<file path="src/rtl/can_stat_pkg.sv">
package can_stat_pkg;

   typedef enum logic [1:0] {
      BUS_OK      = 2'b00,
      BUS_WARN    = 2'b01,
      BUS_PASSIVE = 2'b10,
      BUS_OFF     = 2'b11
   } bus_state_e;

   localparam int REG_W   = 8;
   localparam int N_FLAGS = 3;

   localparam int FL_RXF = 0;
   localparam int FL_OVR = 1;
   localparam int FL_CHG = 2;

   localparam int BIT_RXF = 0;
   localparam int BIT_OVR = 1;
   localparam int BIT_CHG = 7;

endpackage

</file>
<file path="src/rtl/err_level_enc.sv">
module err_level_enc
   import can_stat_pkg::*;
#(
   parameter int CNT_W         = 9,
   parameter int WARN_LIMIT    = 96,
   parameter int PASSIVE_LIMIT = 127,
   parameter int BUSOFF_LIMIT  = 255,
   parameter bit HAS_BUSOFF    = 1'b1
) (
   input  logic [CNT_W-1:0] cnt,
   output bus_state_e       code
);

   localparam logic [CNT_W-1:0] WARN_C    = CNT_W'(WARN_LIMIT);
   localparam logic [CNT_W-1:0] PASSIVE_C = CNT_W'(PASSIVE_LIMIT);

   if (WARN_LIMIT >= PASSIVE_LIMIT) begin : g_bad_order
      $error("err_level_enc: WARN_LIMIT must be below PASSIVE_LIMIT");
   end
   if (PASSIVE_LIMIT >= (2 ** CNT_W) - 1) begin : g_bad_width
      $error("err_level_enc: counter too narrow for PASSIVE_LIMIT");
   end

   if (HAS_BUSOFF) begin : g_with_off
      localparam logic [CNT_W-1:0] OFF_C = CNT_W'(BUSOFF_LIMIT);
      if (BUSOFF_LIMIT >= (2 ** CNT_W) - 1) begin : g_off_unreachable
         $error("err_level_enc: counter too narrow to exceed BUSOFF_LIMIT");
      end
      always_comb begin
         if (cnt > OFF_C)          code = BUS_OFF;
         else if (cnt > PASSIVE_C) code = BUS_PASSIVE;
         else if (cnt > WARN_C)    code = BUS_WARN;
         else                      code = BUS_OK;
      end
   end else begin : g_no_off
      always_comb begin
         if (cnt > PASSIVE_C)      code = BUS_PASSIVE;
         else if (cnt > WARN_C)    code = BUS_WARN;
         else                      code = BUS_OK;
      end
   end

endmodule

</file>
<file path="src/rtl/status_track.sv">
module status_track
   import can_stat_pkg::*;
#(
   parameter bit MIRROR_BUSOFF = 1'b1
) (
   input  logic       clk,
   input  logic       rst_n,
   input  bus_state_e tx_raw,
   input  bus_state_e rx_raw,
   output bus_state_e tx_code,
   output bus_state_e rx_code,
   output logic       chg_evt
);

   bus_state_e tx_q;
   bus_state_e rx_q;
   bus_state_e rx_next;

   if (MIRROR_BUSOFF) begin : g_mirror
      logic hold_q;
      logic leaving;

      assign leaving = (tx_q == BUS_OFF) && (tx_raw != BUS_OFF);

      always_comb begin
         if (tx_raw == BUS_OFF)       rx_next = BUS_OFF;
         else if (leaving || hold_q)  rx_next = BUS_OK;
         else                         rx_next = rx_raw;
      end

      always_ff @(posedge clk or negedge rst_n) begin
         if (!rst_n)                             hold_q <= 1'b0;
         else if (tx_raw == BUS_OFF)             hold_q <= 1'b0;
         else if (leaving)                       hold_q <= (rx_raw != BUS_OK);
         else if (hold_q && (rx_raw == BUS_OK))  hold_q <= 1'b0;
      end


      busoff_mirror_chk: assert property (@(posedge clk) disable iff (!rst_n)
         (tx_code == BUS_OFF) |-> (rx_code == BUS_OFF));


      busoff_exit_chk: assert property (@(posedge clk) disable iff (!rst_n)
         (($past(tx_code) == BUS_OFF) && (tx_code != BUS_OFF)) |-> (rx_code == BUS_OK));
   end else begin : g_plain
      always_comb rx_next = rx_raw;
   end

   assign chg_evt = (tx_raw != tx_q) || (rx_next != rx_q);

   always_ff @(posedge clk or negedge rst_n) begin
      if (!rst_n) begin
         tx_q <= BUS_OK;
         rx_q <= BUS_OK;
      end else begin
         tx_q <= tx_raw;
         rx_q <= rx_next;
      end
   end

   assign tx_code = tx_q;
   assign rx_code = rx_q;

endmodule

</file>
<file path="src/rtl/flag_bank.sv">
module flag_bank #(
   parameter int N = 3
) (
   input  logic         clk,
   input  logic         rst_n,
   input  logic [N-1:0] set,
   input  logic [N-1:0] clr,
   output logic [N-1:0] flags
);

   if (N < 1) begin : g_bad_n
      $error("flag_bank: N must be at least 1");
   end

   for (genvar i = 0; i < N; i++) begin : g_flag
      logic f_q;
      always_ff @(posedge clk or negedge rst_n) begin
         if (!rst_n)      f_q <= 1'b0;
         else if (set[i]) f_q <= 1'b1;
         else if (clr[i]) f_q <= 1'b0;
      end
      assign flags[i] = f_q;


      set_wins_chk: assert property (@(posedge clk) disable iff (!rst_n)
         set[i] |=> flags[i]);


      w1c_clear_chk: assert property (@(posedge clk) disable iff (!rst_n)
         (clr[i] && !set[i]) |=> !flags[i]);


      hold_chk: assert property (@(posedge clk) disable iff (!rst_n)
         (!clr[i] && !set[i]) |=> $stable(flags[i]));
   end

endmodule

</file>
<file path="src/rtl/irq_en_reg.sv">
module irq_en_reg #(
   parameter int N_IE  = 3,
   parameter int SEL_W = 4
) (
   input  logic             clk,
   input  logic             rst_n,
   input  logic             wr,
   input  logic [N_IE-1:0]  wdata_ie,
   input  logic [SEL_W-1:0] wdata_sel,
   input  logic             init_req,
   input  logic             init_ack,
   output logic [N_IE-1:0]  ie,
   output logic [SEL_W-1:0] sel
);

   logic in_init;
   logic wr_ok;

   assign in_init = init_req && init_ack;
   assign wr_ok   = wr && !init_req && !init_ack;

   always_ff @(posedge clk or negedge rst_n) begin
      if (!rst_n)       ie <= '0;
      else if (in_init) ie <= '0;
      else if (wr_ok)   ie <= wdata_ie;
   end

   always_ff @(posedge clk or negedge rst_n) begin
      if (!rst_n)     sel <= '0;
      else if (wr_ok) sel <= wdata_sel;
   end


   init_hold_chk: assert property (@(posedge clk) disable iff (!rst_n)
      (init_req && init_ack) |=> (ie == '0));


   sel_keep_chk: assert property (@(posedge clk) disable iff (!rst_n)
      (init_req || init_ack) |=> $stable(sel));


   half_init_chk: assert property (@(posedge clk) disable iff (!rst_n)
      (init_req != init_ack) |=> $stable(ie));

endmodule

</file>
<file path="src/rtl/can_err_stat_enc.sv">
module can_err_stat_enc
   import can_stat_pkg::*;
#(
   parameter int TX_CNT_W      = 9,
   parameter int RX_CNT_W      = 8,
   parameter int WARN_LIMIT    = 96,
   parameter int PASSIVE_LIMIT = 127,
   parameter int BUSOFF_LIMIT  = 255,
   parameter bit MIRROR_BUSOFF = 1'b1
) (
   input  logic                clk,
   input  logic                rst_n,
   input  logic [TX_CNT_W-1:0] tx_err_cnt,
   input  logic [RX_CNT_W-1:0] rx_err_cnt,
   input  logic                ovr_evt,
   input  logic                rx_load,
   input  logic                init_req,
   input  logic                init_ack,
   input  logic                reg_wr,
   input  logic                reg_addr,
   input  logic [7:0]          reg_wdata,
   output logic [7:0]          reg_rdata,
   output logic                irq_stat,
   output logic                irq_err,
   output logic                irq_rx
);

   localparam int SEL_W = 4;
   localparam logic [TX_CNT_W-1:0] OFF_C = TX_CNT_W'(BUSOFF_LIMIT);

   if (TX_CNT_W < 9) begin : g_tx_narrow
      $error("can_err_stat_enc: TX_CNT_W must be at least 9 to express bus-off");
   end
   if (REG_W != 8) begin : g_reg_w
      $error("can_err_stat_enc: register layout assumes 8-bit registers");
   end

   bus_state_e tx_raw, rx_raw, tx_code, rx_code;
   logic       chg_evt;
   logic [N_FLAGS-1:0] fl_set, fl_clr, flags;
   logic [N_FLAGS-1:0] ie;
   logic [SEL_W-1:0]   sel;
   logic wr_flags, wr_en;
   logic wdata_unused;

   err_level_enc #(
      .CNT_W(TX_CNT_W), .WARN_LIMIT(WARN_LIMIT), .PASSIVE_LIMIT(PASSIVE_LIMIT),
      .BUSOFF_LIMIT(BUSOFF_LIMIT), .HAS_BUSOFF(1'b1)
   ) i_tx_enc (
      .cnt(tx_err_cnt), .code(tx_raw)
   );

   err_level_enc #(
      .CNT_W(RX_CNT_W), .WARN_LIMIT(WARN_LIMIT), .PASSIVE_LIMIT(PASSIVE_LIMIT),
      .BUSOFF_LIMIT(BUSOFF_LIMIT), .HAS_BUSOFF(1'b0)
   ) i_rx_enc (
      .cnt(rx_err_cnt), .code(rx_raw)
   );

   status_track #(
      .MIRROR_BUSOFF(MIRROR_BUSOFF)
   ) i_track (
      .clk(clk), .rst_n(rst_n), .tx_raw(tx_raw), .rx_raw(rx_raw),
      .tx_code(tx_code), .rx_code(rx_code), .chg_evt(chg_evt)
   );

   assign wr_flags = reg_wr && !reg_addr;
   assign wr_en    = reg_wr &&  reg_addr;

   always_comb begin
      fl_set         = '0;
      fl_set[FL_RXF] = rx_load;
      fl_set[FL_OVR] = ovr_evt;
      fl_set[FL_CHG] = chg_evt;
      fl_clr         = '0;
      fl_clr[FL_RXF] = wr_flags && reg_wdata[BIT_RXF];
      fl_clr[FL_OVR] = wr_flags && reg_wdata[BIT_OVR];
      fl_clr[FL_CHG] = wr_flags && reg_wdata[BIT_CHG];
   end

   flag_bank #(.N(N_FLAGS)) i_flags (
      .clk(clk), .rst_n(rst_n), .set(fl_set), .clr(fl_clr), .flags(flags)
   );

   irq_en_reg #(.N_IE(N_FLAGS), .SEL_W(SEL_W)) i_en (
      .clk(clk), .rst_n(rst_n), .wr(wr_en),
      .wdata_ie({reg_wdata[BIT_CHG], reg_wdata[BIT_OVR], reg_wdata[BIT_RXF]}),
      .wdata_sel(reg_wdata[5:2]),
      .init_req(init_req), .init_ack(init_ack), .ie(ie), .sel(sel)
   );

   assign wdata_unused = reg_wdata[6];

   always_comb begin
      if (reg_addr)
         reg_rdata = {ie[FL_CHG], 1'b0, sel, ie[FL_OVR], ie[FL_RXF]};
      else
         reg_rdata = {flags[FL_CHG], 1'b0, rx_code, tx_code, flags[FL_OVR], flags[FL_RXF]};
   end

   assign irq_stat = flags[FL_CHG] && ie[FL_CHG];
   assign irq_err  = flags[FL_OVR] && ie[FL_OVR];
   assign irq_rx   = flags[FL_RXF] && ie[FL_RXF];


   tx_busoff_src_chk: assert property (@(posedge clk) disable iff (!rst_n)
      (tx_code == BUS_OFF) |-> ($past(tx_err_cnt) > OFF_C));


   chg_cause_chk: assert property (@(posedge clk) disable iff (!rst_n)
      $rose(flags[FL_CHG]) |-> ((tx_code != $past(tx_code)) || (rx_code != $past(rx_code))));


   irq_mask_chk: assert property (@(posedge clk) disable iff (!rst_n)
      (ie == '0) |-> (!irq_stat && !irq_err && !irq_rx));

endmodule

</file>
<file path="config.mk">
export PLATFORM = sky130hd
export DESIGN_NAME = can_err_stat_enc
export DESIGN_NICKNAME = d
export VERILOG_FILES = /design/src/rtl/can_stat_pkg.sv /design/src/rtl/err_level_enc.sv /design/src/rtl/status_track.sv /design/src/rtl/flag_bank.sv /design/src/rtl/irq_en_reg.sv /design/src/rtl/can_err_stat_enc.sv
export SDC_FILE = /design/constraint.sdc
export NUM_CORES = 1
export LEC_CHECK = 0
export ABC_AREA = 1
export BUFFER_PORTS_ARGS = -buffer_cell sky130_fd_sc_hd__buf_2
export CAP_MARGIN = 10
export CORE_UTILIZATION = 36
export DETAILED_ROUTE_END_ITERATION = 7
export GPL_ROUTABILITY_DRIVEN = 1
export HOLD_SLACK_MARGIN = 0.1
export RECOVER_POWER = 100
export SYNTH_ARGS = -nofsm -noshare
export SYNTH_HDL_FRONTEND = slang
export SYNTH_HIERARCHICAL = 1
export SYNTH_SLANG_ARGS = --single-unit
export TNS_END_PERCENT = 10
</file>
<file path="constraint.sdc">
create_clock -name clk -period 1.6 [get_ports clk]
set_input_delay 0 -clock clk [delete_from_list [all_inputs] [get_ports clk]]
set_output_delay 0 -clock clk [all_outputs]
set_load 0.05 [all_outputs]
</file>
# Yosys cells after proc, flatten, opt, wreduce, memory -nomap -nowiden
# Cells that the tools add are included.
dict set report word_totals {
  elab_cells 62
  ff_bits 15
  inputBits 33
}
dict set report op_classes {
  reduce_logical 25
  muxes 19
  magnitude_cmp 5
  n_eq_ne 5
}
# operator n
set op_table {}
lappend op_table {{$gt 9x7->1 const B} 2}
lappend op_table {{$gt 8x7->1 const B} 2}
lappend op_table {{$logic_and 1x1->1} 13}
lappend op_table {{$mux 1} 11}
lappend op_table {{$mux 2} 5}
lappend op_table {{$reduce_bool 2->1} 5}
lappend op_table {{$gt 9x8->1 const B} 1}
lappend op_table {{$mux 8} 1}
lappend op_table {{$mux 3} 2}
lappend op_table {{$eq 2x2->1 const B} 2}
lappend op_table {{$ne 2x2->1} 2}
lappend op_table {{$logic_not 1->1} 3}
lappend op_table {{$reduce_bool 3->1} 1}
lappend op_table {{$logic_not 2->1} 1}
lappend op_table {{$logic_or 1x1->1} 2}
lappend op_table {{$ne 2x2->1 const B} 1}

# Logic depth before layout (Yosys ltp)
# Gate-level depths: netlist of run 1.
dict set report logic_depth {
  depth_word 12
  ltp_mapped 12
  depth_no_buf 12
}

# Cells and area by module
# Netlist of run 1, hierarchy kept.
# mod seq_area_each_um2 area_each_um2 instances cells_per_inst
set modules_own_cells {}
lappend modules_own_cells {irq_en_reg 175.2 297.8 1 32}
lappend modules_own_cells {status_track 125.1 249.0 1 25}
lappend modules_own_cells {can_err_stat_enc 0.0 183.9 1 40}
lappend modules_own_cells {flag_bank 75.1 142.6 1 18}
lappend modules_own_cells {{err_level_enc at i_rx_enc} 0.0 45.0 1 11}
lappend modules_own_cells {{err_level_enc at i_tx_enc} 0.0 42.5 1 11}

# Worst setup path before layout of run 1
# No wires, ideal clock.
dict set report synth_path {
  kind {register to register}
  from {reg i_track.tx_q[0] (netlist: i_track/tx_code[0])}
  to {reg i_flags.g_flag[2].f_q}
  arrival_time_ps 859
  setup_slack_ps 624
  stages_incl_launch_ff 9
  n_path_buf 0
  path_cell_list {dfrtp_1 -> nand2_2 -> nand3_2 -> nand2_2 -> nand2_1 -> nand2_1 -> nand3_2 -> inv_1 -> nand2_1}
}
dict set report synth_via {
  elab_chain_cells 8
  word_cells_on_any_way 10
  classes_between {eq/ne: 3; mux: 3; reduce/logical: 4}
}
# item line_no
set synth_lines {}
lappend synth_lines {{start: declaration} status_track.sv:15} ;# bus_state_e tx_q;
lappend synth_lines {{start signal: assignment} status_track.sv:56} ;# tx_q <= tx_raw;
lappend synth_lines {{$eq 2x2->1 *} status_track.sv:23} ;# assign leaving = (tx_q == BUS_OFF) && (tx_raw != BUS_OFF);
lappend synth_lines {{$logic_and 1x1->1 *} status_track.sv:23}
lappend synth_lines {{$logic_or 1x1->1 *} status_track.sv:27} ;# else if (leaving || hold_q) rx_next = BUS_OK;
lappend synth_lines {{$mux 2 *} status_track.sv:27}
lappend synth_lines {{$mux 2 *} status_track.sv:26} ;# if (tx_raw == BUS_OFF) rx_next = BUS_OFF;
lappend synth_lines {{via i_track.rx_next[1]} status_track.sv:17} ;# bus_state_e rx_next;
lappend synth_lines {{$ne 2x2->1 *} status_track.sv:49} ;# assign chg_evt = (tx_raw != tx_q) || (rx_next != rx_q);
lappend synth_lines {{$logic_or 1x1->1 *} status_track.sv:49}
lappend synth_lines {{via chg_evt} can_err_stat_enc.sv:39} ;# logic chg_evt;
lappend synth_lines {{$mux 1 / $reduce_bool 2->1 (equally long branches)} n/a}
lappend synth_lines {{end signal: assignment} flag_bank.sv:18} ;# if (!rst_n) f_q <= 1'b0;
lappend synth_lines {{end signal: assignment} flag_bank.sv:19} ;# else if (set[i]) f_q <= 1'b1;
lappend synth_lines {{end signal: assignment} flag_bank.sv:20} ;# else if (clr[i]) f_q <= 1'b0;
lappend synth_lines {{end: declaration} flag_bank.sv:16} ;# logic f_q;
# The timed path passes the listed nets; every way through them passes the cells marked *.
# A chain may end at the register's enable or synchronous reset.

# Worst setup path in the final report of run 1
dict set report layout_path {
  from {in tx_err_cnt[8]}
  to {reg i_flags.g_flag[2].f_q}
}
dict set report layout_via {
  word_cells_on_any_way 17
  classes_between {order compare: 3; eq/ne: 4; mux: 6; reduce/logical: 4}
}
# item line_no
set layout_rtl {}
lappend layout_rtl {{start: declaration} can_err_stat_enc.sv:13} ;# input logic [TX_CNT_W-1:0] tx_err_cnt,
lappend layout_rtl {{$gt 9x7->1} err_level_enc.sv:31} ;# else if (cnt > PASSIVE_C) code = BUS_PASSIVE;
lappend layout_rtl {{$mux 2} err_level_enc.sv:31}
lappend layout_rtl {{$mux 2 *} err_level_enc.sv:30} ;# if (cnt > OFF_C) code = BUS_OFF;
lappend layout_rtl {{via tx_raw[1]} can_err_stat_enc.sv:38} ;# bus_state_e tx_raw, rx_raw, tx_code, rx_code;
lappend layout_rtl {{$ne 2x2->1} status_track.sv:23}
lappend layout_rtl {{$logic_and 1x1->1} status_track.sv:23}
lappend layout_rtl {{$logic_or 1x1->1} status_track.sv:27}
lappend layout_rtl {{$mux 2} status_track.sv:27}
lappend layout_rtl {{$mux 2 *} status_track.sv:26}
lappend layout_rtl {{via i_track.rx_next[0]} status_track.sv:17}
lappend layout_rtl {{$ne 2x2->1 *} status_track.sv:49}
lappend layout_rtl {{$logic_or 1x1->1 *} status_track.sv:49}
lappend layout_rtl {{via chg_evt} can_err_stat_enc.sv:39}
lappend layout_rtl {{$mux 1 / $reduce_bool 2->1 (equally long branches)} n/a}
# Marks and branches as above.

==> results of run 1 <==
-- through the flow --
step	hold slack, ns	setup TNS, ns	util
4_1_cts	0.1030	0	0.5681
2_1_floorplan	-0.2956	0	-
5_1_grt	0.1150	-0.01743	0.5686
3_5_place_dp	-0.06709	0	0.4615
6_report	0.09692	0	0.5686
3_3_place_gp	-0.07592	0	0.4615
-- state kept, by name (all words and copies together) (netlist names) --
register	count
i_en/sel	4
i_track/tx_code	2
i_en/ie	3
i_flags/g_flag.f_q	3
i_track/g_mirror.hold_q	1
i_track/rx_code	2
-- power by group through the flow --
stage                     Clock, W  Combinational (W)  Sequential, W
final                     0.000225           0.000335       0.000438
after CTS                 0.000224           0.000334       0.000438
after global placement           0           0.000292       0.000444
after detailed placement         0           0.000298       0.000445
after floorplan                  0           0.000222       0.000439
after global routing      0.000240           0.000371       0.000442
-- worst max-delay path, delay by kind of cell --
family	cells	cell delay, ns
buffers and inverters	4	0.76
and+or+nand+nor	10	0.85
-- kinds of logic (layout without fill, tap and decap cells) --
family                 after synthesis  in the layout  share of synthesized area
XOR/XNOR                             2              2                    0.01823
AND/OR/NAND/NOR                     88             88                     0.4284
AO/OA/AOI/OAI                        1              1                   0.009116
other                                1              1                   0.003903
flip-flops                          15             15                     0.3906
buffers and inverters               30             92                     0.1497
-- cell type report --
| type | instances | area, sq um | area share |
|---|---|---|---|
| multi-input cells | 92 | 444.2 | 0.3125 |
| repair buffers | 65 | 444.2 | 0.3125 |
| well taps | 30 | 37.54 | 0.02641 |
| inverters | 23 | 93.84 | 0.06602 |
| flip-flops and latches | 15 | 375.4 | 0.2641 |
| clock buffers | 4 | 26.28 | 0.01849 |
-- path summary, 6_finish.rpt --
check	start	end	slack, ns	cells past startpoint
worst max-delay path	tx_err_cnt[8]	i_flags/g_flag[2].f_q$_DFFE_PN0P_	0.16	14
worst min-delay path	tx_err_cnt[1]	i_track/tx_code[0]$_DFF_PN0_	0.1	5
worst max register to register	i_flags/g_flag[0].f_q$_DFFE_PN0P_	i_flags/g_flag[0].f_q$_DFFE_PN0P_	0.43	3
worst min register to register	i_en/sel[1]$_DFFE_PN0P_	i_en/sel[1]$_DFFE_PN0P_	0.48	2
max in group asynchronous	rst_n	i_en/sel[1]$_DFFE_PN0P_	0.73	2
min in group asynchronous	rst_n	i_en/ie[0]$_DFFE_PN0P_	0.34	2
-- layer usage --
layer | global-route usage | up-vias | wire, um
li1 | - | 529 | -
met3 | 0.03107 | 0 | 69
met4 | 0.04825 | 0 | 0
met5 | 0 | - | 0
met1 | 0.2413 | 440 | 1124
met2 | 0.3004 | 18 | 1138
-- layout by cell type, fill, tap and decap left out, types with 2 or more instances in the layout --
| cell type | synthesis | final |
|---|---|---|
| clkbuf_4 | 0 | 3 |
| nand3_2 | 3 | 3 |
| clkbuf_1 | 1 | 2 |
| inv_1 | 22 | 22 |
| buf_2 | 0 | 40 |
| nand3_1 | 13 | 13 |
| nor2_1 | 7 | 7 |
| nand2_4 | 2 | 2 |
| dlygate4sd3_1 | 0 | 24 |
| nand2_2 | 4 | 5 |
| xor2_1 | 2 | 2 |
| nand2_1 | 53 | 52 |
| nor2_2 | 4 | 4 |
| dfrtp_1 | 15 | 15 |
-- repair_timing --
item	4_1_cts	5_1_grt
setup endpoints to repair	0	1
endpoints found under the hold margin	29	0
resized for setup	0	1
setup buffers	0	0
hold buffers	24	0
==> results.md, run 1 <==
* Worst-path fanout max at 5
* CP most frequent cell: nand2_1
* Total grt overflow at 0
* Skew final at about 0.00044 ns
* Cell Rows at 18
* Min Tclk post-route at between 1 and 1.5 ns
* Clock group share of total power at 0.226
* Flop pwr share at 0.439
* Final Hold Viols at 0
* Final Setup Violations at 0
* Ant diodes at 0
* Drt first pass iters at 4
* Crit-path slowest cell: dlygate4sd3_1
* CTS tree: yes
* Register area share after synthesis at 0.3906
* Pre-CTS setup slack at 0.3885 ns
* Arrival @ worst endpoint at 1.62 ns
* DR vias at 987
* H-tree levels at 1
* Post-synth EDFFs at 0
* Switch Pwr at 0.0003634 W
* Clock sinks at 15
* Area of placed instances at 0.001154 sq mm
* All-layer global routing usage at 0.1813
* Post-Syn Area per Cell at 7.014 sq um
* Post-Route WL at about 2300 um
* Clock buffer depth at 2
* Nets at ~230
* Cell Pwr Density at 701.6 mW/mm^2
* Pin count of the biggest net entering global routing at 16
* Vias per cell at 4.310
* Peak Freq at roughly 690 MHz
* Io pins at 44
* Flops & latches, synth at 15
* Hold crit path type: in -> reg
* Peak supply drop at ~0.00051 V
* Final worst setup slack at 0.1571 ns
* Die height at 53.67 um
* Worst slew margin at 0.4373
* First-pass GRT wire length at 3822 um
* Max cap viols at 0
* Die area at between 0.002 and 0.003 sq mm
* Tcrit/Tclk final at 0.9018
* Top-count cell post-synth: nand2_1
* Starting density of the core at 0.3844
* Port Buffers at 41
* Outcome: finished, final reports clean
* Combinational power share at 0.336
* Num CTS Buffers at 3
* GPL Wtd Cong at around 0.67
* Fill count at approximately 230
* Setup Crit Path Kind: in -> reg
* HPWL after detailed placement at 1511 um
* Synthesized area at ~960 sq um
* Net switching fraction of the power at 0.3644
* Post-synth top area share at 0.3906
* Dominant cell type by area after synthesis: dfrtp_1
* Ys Warns at 6
* Synth Flop Type: dfrtp_1
* ANT nets after route at 0
* Root Buffer: clkbuf_4
* Area contributors post-synth: dfrtp_1 39%, nand2_1 21%, inv_1 8.6%
* Cell Int Power at 0.0006338 W
* Critical path cell sequence: dlygate4sd3_1, buf_2, inv_1, nand2_1, nor2_1, nand2_1, nand2_2, nand2_2, nand2_2, nand2_1, nand2_1, nand3_2, inv_1, nand2_1
* Cell area after layout at 0.001421 sq mm
* Fraction of registers with async set/reset at 1.000
* Placed cells at 201
* Share of cells above drive strength 1 at 0.2965
* Leak at 0.8163 nW
* DR WL/cell at around 10 um
* Non-filler cells, final at 229
* Synthesized Nets at 170
* WP data required at 1.78 ns
* Initial drt markers at 22
* Max-slew violations at 0
* Final total power at 0.0009972 W
* Core area at roughly 0.0025 sq mm
* Die width at 53.67 um
* Number of global-route vias before repair at 906
* Reg clk slew, reported paths at 0.09 ns
* Post-route DRC at 0
* Latest clock arrival within the worst-skew pair at approximately 0.28 ns
* Initial antenna violation count at 0
* Area Growth Syn to Fin at 47.92%
* Post-Syn Instances at around 140
* CP Capture Type: flip-flop
* Post-synth top cells: 53 x nand2_1, 22 x inv_1, 15 x dfrtp_1, 13 x nand3_1, 7 x nor2_1
* Slew @ Worst Pin at 0.8441 ns
* Largest stage delay on the critical path at 0.52 ns
* Startpoint types: input pin
* Unique masters post-synth at 19
Power figures use the tool's default switching activity.
==> run 2, diff against run 1 <==
--- a/config.mk
+++ b/config.mk
@@ -5,12 +5,10 @@
 export SDC_FILE = /design/constraint.sdc
 export NUM_CORES = 1
 export LEC_CHECK = 0
-export ABC_AREA = 1
 export BUFFER_PORTS_ARGS = -buffer_cell sky130_fd_sc_hd__buf_2
 export CAP_MARGIN = 10
 export CORE_UTILIZATION = 36
 export DETAILED_ROUTE_END_ITERATION = 7
-export GPL_ROUTABILITY_DRIVEN = 1
 export HOLD_SLACK_MARGIN = 0.1
 export RECOVER_POWER = 100
 export SYNTH_ARGS = -nofsm -noshare
==> results.md, run 2 <==
* Max-slew violations at 0 (unchanged)
* HPWL after detailed placement at 1495 um (-1.1%)
* Root Buffer: clkbuf_4
* Port Buffers at 41 (unchanged)
* All-layer global routing usage at 0.1545 (-0.02683)
* Final worst setup slack at -0.07688 ns (-0.2340 ns)
* Cell Rows at 18 (unchanged)
* Combinational power share at 0.349 (+0.013)
* RSZ-0062 raised after global routing: true
* Die area at 0.002786 sq mm (-3.3%)
* CP Capture Type: flip-flop
* Biggest regs: i_en/sel (4), i_en/ie (3), i_flags/g_flag.f_q (3)
* Clock buffer depth at 2 (unchanged)
* Pin count of the biggest net entering global routing at 16 (unchanged)
* GPL Wtd Cong at 0.7137 (+5.8%)
* Tcrit/Tclk final at 1.048 (+0.1463)
* Vias per cell at 4.738 (+9.9%)
* Multi-input gate area at 480.5 sq um (+8.2%)
* Commonest non-fill, non-tap cell in the layout: buf_2
* Die width at 52.78 um (-1.6%)
* Placed cells at 151 (-25%)
* Total grt overflow at 0 (unchanged)
* Post-synth EDFFs at 0 (unchanged)
* Peak Freq at 596.3 MHz (-14%)
* Post-synth top cells: 15 x dfrtp_1, 6 x a21o_1, 6 x mux2_4, 5 x inv_1, 5 x mux2_2
* Post-Syn Area per Cell at 11.32 sq um (+61%)
* Nets at 172 (-26%)
* DR vias at 796 (-19%)
* Max cap viols at 0 (unchanged)
* Unique masters post-synth at 34 (+15)
* Hold crit path type: in -> reg
* Synthesized Nets at 115 (-32%)
* Area contributors post-synth: dfrtp_1 40%, mux2_4 9.7%, mux2_2 6.1%
* Number of global-route vias before repair at 743 (-18%)
* Clock group share of total power at 0.211 (-0.015)
* Reg clk slew, reported paths at 0.09 ns (about the same)
* Starting density of the core at 0.3782 (-0.006199)
* CP Buf/Inv Count at 1 (-3)
* Fin util at 0.5260 (-0.04258)
* Core area at 0.002455 sq mm (-1.8%)
* Leak at 0.6339 nW (-22%)
* Flops & latches, synth at 15 (unchanged)
* ANT nets after route at 0 (unchanged)
* Net switching fraction of the power at 0.3412 (-0.02324)
* Initial antenna violation count at 0 (unchanged)
* Arrival @ worst endpoint at 1.85 ns (+0.23 ns)
* Flop pwr share at 0.440 (about the same)
* Final Setup Violations at 1 (+1)
* Post-synth top area share at 0.4043 (+0.01369)
* H-tree levels at 1 (unchanged)
* Ant diodes at 0 (unchanged)
* Clock sinks at 15 (unchanged)
* Drt first pass iters at 4 (unchanged)
* Most flop-heavy register: i_en/sel
* WP data required at 1.77 ns (about the same)
* Peak supply drop at 0.0004232 V (-17%)
* Cell Pwr Density at 786.2 mW/mm^2 (+12%)
* Non-filler cells, final at 168 (-27%)
* Skew final at 0.001941 ns (+0.001505 ns)
* Initial drt markers at 4 (-82%)
* Largest stage delay on the critical path at 0.51 ns (about the same)
* First-pass GRT wire length at 3063 um (-20%)
* Cell Int Power at 0.0006689 W (+5.5%)
* Critical path cell sequence: buf_6, or4_4, o32a_1, xor2_1, nor3_1, a31oi_1, or3_1, a21o_1
* Die height at 52.78 um (-1.6%)
* Outcome: finished with violations
* Min Tclk post-route at 1.677 ns (+0.2340 ns)
* Commonest non-fill, non-tap cells in the layout: 27 x buf_2, 15 x dfrtp_1, 14 x clkbuf_1
* DR WL/cell at 11.27 um (+11%)
* Startpoint types: input pin
* Io pins at 44 (unchanged)
* Post-Route WL at 1894 um (-19%)
* Fill count at 260 (+12%)
* Area Growth Syn to Fin at 39.08%
* Failing checks: negative setup slack
* Num CTS Buffers at 3 (unchanged)
* Fraction of registers with async set/reset at 1.000 (unchanged)
* Setup Crit Path Kind: in -> reg
* Dominant cell type by area after synthesis: dfrtp_1
* Switch Pwr at 0.0003464 W (-4.7%)
* Ys Warns at 6 (unchanged)
* Worst-path fanout max at 5 (unchanged)
* Register area at 375.4 sq um (unchanged)
* Final Hold Viols at 0 (unchanged)
* Synthesized area at 928.4 sq um (-3.4%)
* Latest clock arrival within the worst-skew pair at 0.27 ns (about the same)
* Worst slew margin at 0.4617 (+0.02441)
* Register area share after synthesis at 0.4043 (+0.01369)
* Post-route DRC at 0 (unchanged)
* Crit-path slowest cell: or4_4
* Top-count cell post-synth: dfrtp_1
* CP delay by family, top: simple AND/OR/NAND/NOR gates
* Max reg flops at 4 (unchanged)
* Synth Flop Type: dfrtp_1
* CTS tree: yes
* Slew @ Worst Pin at 0.8075 ns (-0.03662 ns)
* Share of cells above drive strength 1 at 0.4058 (+0.1093)
* Post-Syn Instances at 82 (-40%)
[run 2: cell count changes in the layout (fill, tap and decap cells not counted), moves of 4 or more]
cell | previous run | this run
nand2_1 | 52 | 4
inv_1 | 22 | 5
buf_2 | 40 | 27
clkbuf_1 | 2 | 14
nand3_1 | 13 | 1
dlygate4sd3_1 | 24 | 13
a21o_1 | 0 | 6
mux2_4 | 0 | 6
mux2_2 | 0 | 5
nand2_2 | 5 | 0
nor2_1 | 7 | 3
nor2_2 | 4 | 0
[run 2: worst register-to-register path: cells and delay by family (launching register included)]
| kind | cells | cell delay (ns) |
|---|---|---|
| AND/OR/NAND/NOR | 2 | 0.47 |
| flip-flops | 1 | 0.44 |
| multiplexers | 1 | 0.13 |
| AO/OA/AOI/OAI | 2 | 0.39 |
[run 2: worst paths after layout]
| kind | start | end | slack (ns) | depth (start not counted) |
|---|---|---|---|---|
| max in group asynchronous | rst_n | i_en/ie[0]$_DFFE_PN0P_ | 0.77 | 2 |
| setup / recovery | tx_err_cnt[1] | i_flags/g_flag[2].f_q$_DFFE_PN0P_ | -0.08 | 8 |
| hold / removal | init_ack | i_en/ie[1]$_DFFE_PN0P_ | 0.10 | 3 |
| min in group asynchronous | rst_n | i_flags/g_flag[1].f_q$_DFFE_PN0P_ | 0.33 | 2 |
| hold reg to reg | i_flags/g_flag[0].f_q$_DFFE_PN0P_ | i_flags/g_flag[0].f_q$_DFFE_PN0P_ | 0.51 | 1 |
| setup reg to reg | i_track/tx_code[0]$_DFF_PN0_ | i_flags/g_flag[2].f_q$_DFFE_PN0P_ | 0.06 | 5 |
[run 2: cells by family after synthesis]
logic type             synth area share
AO/OA/AOI/OAI                    0.1456
XOR/XNOR                        0.01887
buffers and inverters           0.06873
flip-flops                       0.4043
multiplexers                     0.1685
other                          0.004039
AND/OR/NAND/NOR                  0.1900
[run 2: stage by stage]
| step | total power [W] | setup TNS, ns | hold WS (ns) | area [sq um] | setup slack (ns) |
|---|---|---|---|---|---|
| 6_report | 0.001015 | -0.07688 | 0.1029 | 1291 | -0.07688 |
| 5_1_grt | 0.001079 | -0.1250 | 0.1027 | 1291 | -0.1250 |
| 4_1_cts | 0.001043 | -0.06282 | 0.1212 | 1323 | -0.06282 |
| 3_5_place_dp | 0.0007983 | -0.3777 | -0.07498 | 1156 | -0.3777 |
| 3_3_place_gp | 0.0007897 | -0.3271 | -0.07508 | 1156 | -0.3271 |
| 2_1_floorplan | 0.0007029 | -0.1860 | -0.2956 | 928.4 | -0.1860 |
[run 2: timing repair]
item	4_1_cts	5_1_grt
buffers inserted	0	0
hold endpoints to repair	28	0
resized for setup	2	0
pin swaps	0	0
setup endpoints to repair	1	1
hold buffers	13	0
[run 2: power groups by stage]
| stage | registers, W | clock network, W | logic, W |
|---|---|---|---|
| 2_1_floorplan | 0.000446 | 0 | 0.000256 |
| 3_3_place_gp | 0.000453 | 0 | 0.000337 |
| 3_5_place_dp | 0.000455 | 0 | 0.000343 |
| 4_1_cts | 0.000447 | 0.000225 | 0.000371 |
| 5_1_grt | 0.000454 | 0.000242 | 0.000383 |
| 6_report | 0.000447 | 0.000214 | 0.000354 |
[run 2: cell type report]
cell class / instances / share of cell area
multi-input combinational: 56 / 0.3721
sequential: 15 / 0.2907
timing repair buffer: 58 / 0.2733
tap: 30 / 0.02907
clock buffer: 4 / 0.02035
inverter: 5 / 0.01453
[run 2: per-layer routing]
| layer | vias to the layer above | wire (um) | GRT usage |
|---|---|---|---|
| met5 | - | 0 | 0 |
| met4 | 0 | 0 | 0.03947 |
| met3 | 0 | 121 | 0.03768 |
| met2 | 34 | 934 | 0.2932 |
| met1 | 365 | 838 | 0.1673 |
| li1 | 397 | - | - |
==> run 3, diff against run 2 <==
--- a/config.mk
+++ b/config.mk
@@ -5,9 +5,10 @@
 export SDC_FILE = /design/constraint.sdc
 export NUM_CORES = 1
 export LEC_CHECK = 0
-export BUFFER_PORTS_ARGS = -buffer_cell sky130_fd_sc_hd__buf_2
+export BUFFER_PORTS_ARGS = -buffer_cell sky130_fd_sc_hd__clkbuf_2
 export CAP_MARGIN = 10
 export CORE_UTILIZATION = 36
+export CTS_CLUSTER_DIAMETER = 200
 export DETAILED_ROUTE_END_ITERATION = 7
 export HOLD_SLACK_MARGIN = 0.1
 export RECOVER_POWER = 100
==> constraint.sdc (replaced) <==
create_clock -name clk -period 2.05 [get_ports clk]
set_input_delay 0 -clock clk [delete_from_list [all_inputs] [get_ports clk]]
set_output_delay 0 -clock clk [all_outputs]
set_load 0.05 [all_outputs]
==> results.md, run 3 (synthesis gave the netlist of run 2 again) <==
* DR vias at 792 (-0.50%)
* Arrival @ worst endpoint at 2.15 ns (+0.30 ns)
* Nets at 171 (-0.58%)
* Fill count at 243 (-6.5%)
* RR Startpoint: i_track/tx_code[0]$_DFF_PN0_
* Starting density of the core at 0.3782 (unchanged)
* Max cap viols at 0 (unchanged)
* Number of global-route vias before repair at 705 (-5.1%)
* Setup TNS at 0 ns (+0.07688 ns)
* CP most frequent cell: dlygate4sd3_1
* Final Hold Viols at 0 (unchanged)
* GPL Wtd Cong at 0.7489 (+4.9%)
* Leak at 0.6247 nW (-1.5%)
* Worst-path fanout max at 3 (-2)
* CP delay by family, top: buffers and inverters
* Most flop-heavy register: i_en/sel
* Worst slew margin at 0.4510 (-0.01072)
* Skew final at 0.005556 ns (+0.003615 ns)
* Area Growth Syn to Fin at 38.27%
* Post-route DRC at 0 (unchanged)
* Crit-path slowest cell: dlygate4sd3_1
* ANT nets after route at 0 (unchanged)
* Post-Route WL at 1889 um (-0.26%)
* CP Buf/Inv Count at 2 (+1)
* All-layer global routing usage at 0.1497 (-0.004755)
* Share of cells above drive strength 1 at 0.3504 (-0.05543)
* Initial antenna violation count at 0 (unchanged)
* Critical path cell sequence: dlygate4sd3_1, nand3b_4, dlygate4sd3_1, a21oi_2, nand2_1, mux2i_1, or3_1, a21o_1
* Clock sinks at 15 (unchanged)
* Min Hold Slack at 0.1082 ns (+0.005320 ns)
* Io pins at 44 (unchanged)
* Cell Rows at 18 (unchanged)
* Die height at 52.78 um (unchanged)
* Die area at 0.002786 sq mm (unchanged)
* Clock buffer depth at 2 (unchanged)
* CTS tree: yes
* Startpoint types: input pin
* RSZ-0062 raised after global routing: false
* Drt first pass iters at 4 (unchanged)
* Largest stage delay on the critical path at 0.57 ns (+0.06 ns)
* Core area at 0.002455 sq mm (unchanged)
* Slew @ Worst Pin at 0.8236 ns (+0.01608 ns)
* CP Capture Type: flip-flop
* Port Buffers at 41 (unchanged)
* Post-CTS setup buffers at 0 (unchanged)
* Reg2Reg Setup Slack at 0.54 ns (+0.48 ns)
* Min Tclk post-route at 1.971 ns
* H-tree levels at 1 (unchanged)
* Cell area after layout at 0.001284 sq mm (-0.58%)
* Vias per cell at 4.743 (about the same)
* Max reg flops at 4 (unchanged)
* Launch point of the critical path: rx_err_cnt[7]
* Tcrit/Tclk final at 0.9616
* Ant diodes at 0 (unchanged)
* Final Setup Violations at 0 (-1)
* Cell Pwr Density at 614.0 mW/mm^2 (-22%)
* Pin count of the biggest net entering global routing at 16 (unchanged)
* Area of placed instances at 0.001126 sq mm (-2.6%)
* Latest clock arrival within the worst-skew pair at 0.28 ns (about the same)
* Peak Freq at 507.3 MHz
* Total grt overflow at 0 (unchanged)
* WP data required at 2.23 ns (+0.46 ns)
* Initial drt markers at 8 (+4)
* Worst hold start: init_ack
* Commonest non-fill, non-tap cells in the layout: 26 x clkbuf_2, 17 x dlygate4sd3_1, 15 x clkbuf_1, 15 x dfrtp_1
* Outcome: finished, final reports clean
* Biggest regs: i_en/sel (4), i_en/ie (3), i_flags/g_flag.f_q (3)
* Setup Crit Path Kind: in -> reg
* HPWL after detailed placement at 1384 um (-7.4%)
* Root Buffer: clkbuf_4
* Peak supply drop at 0.0003469 V (-18%)
* First-pass GRT wire length at 2967 um (-3.1%)
* Die width at 52.78 um (unchanged)
* Max-slew violations at 0 (unchanged)
* Commonest non-fill, non-tap cell in the layout: clkbuf_2
* Reg clk slew, reported paths at 0.09 ns (about the same)
* DR WL/cell at 11.31 um (+0.33%)
* Hold crit path type: in -> reg
* Num CTS Buffers at 3 (unchanged)
[run 3: cell count changes in the layout (fill, tap and decap cells not counted), sizes merged]
cell / change
buf: -31
clkbuf: +26
dlygate4sd3: +4
[run 3: timing repair]
| action | in CTS | in global routing |
|---|---|---|
| endpoints found under the hold margin | 29 | 0 |
| hold buffers | 17 | 0 |
| gates resized for setup | 0 | 1 |
| setup endpoints to repair | 0 | 1 |
[run 3: path summary, 6_finish.rpt]
| path | end | cells past startpoint |
|---|---|---|
| worst max register to register | i_flags/g_flag[2].f_q$_DFFE_PN0P_ | 5 |
| min in group asynchronous | i_track/g_mirror.hold_q$_DFFE_PN0P_ | 2 |
| worst max-delay path | i_flags/g_flag[2].f_q$_DFFE_PN0P_ | 8 |
| max in group asynchronous | i_en/sel[2]$_DFFE_PN0P_ | 2 |
| worst min register to register | i_flags/g_flag[0].f_q$_DFFE_PN0P_ | 1 |
| worst min-delay path | i_en/ie[0]$_DFFE_PN0P_ | 3 |
[run 3: final cells by class]
| class | count | area (sq um) | area share |
|---|---|---|---|
| Multi-Input combinational cell | 56 | 473.0 | 0.3684 |
| Inverter | 5 | 18.77 | 0.01462 |
| Tap cell | 30 | 37.54 | 0.02924 |
| Clock buffer | 4 | 26.28 | 0.02047 |
| Timing Repair Buffer | 57 | 352.8 | 0.2749 |
| Sequential cell | 15 | 375.4 | 0.2924 |
[run 3: routing by layer]
| layer | vias up | part of all wire | GRT usage |
|---|---|---|---|
| li1 | 395 | - | - |
| met1 | 362 | 0.45 | 0.1854 |
| met2 | 35 | 0.50 | 0.2511 |
| met3 | 0 | 0.053 | 0.02609 |
| met4 | 0 | 0 | 0.06579 |
| met5 | - | 0 | 0 |
[run 3: worst min-delay path, stage by stage]
cell and delay, ns:
clkbuf_2 0.11, a21oi_1 0.07, a21o_1 0.17
[run 3: per-stage QoR]
step                cells  worst slack [ns]    util   power, W
finish                167           0.07879  0.5229  0.0007882
global route          167           0.02559  0.5229  0.0008399
CTS                   168           0.01766  0.5387  0.0008146
detailed placement    147           0.07751  0.4587  0.0006150
global placement      147            0.1172  0.4587  0.0006089
floorplan              82            0.2640       -  0.0005486
[run 3: power by group]
part | total [W] | internal (W) | switching (W)
logic | 0.000271 | 0.000116 | 0.000155
clock network | 0.000168 | 0.0000754 | 0.0000927
registers | 0.000350 | 0.000327 | 0.0000224
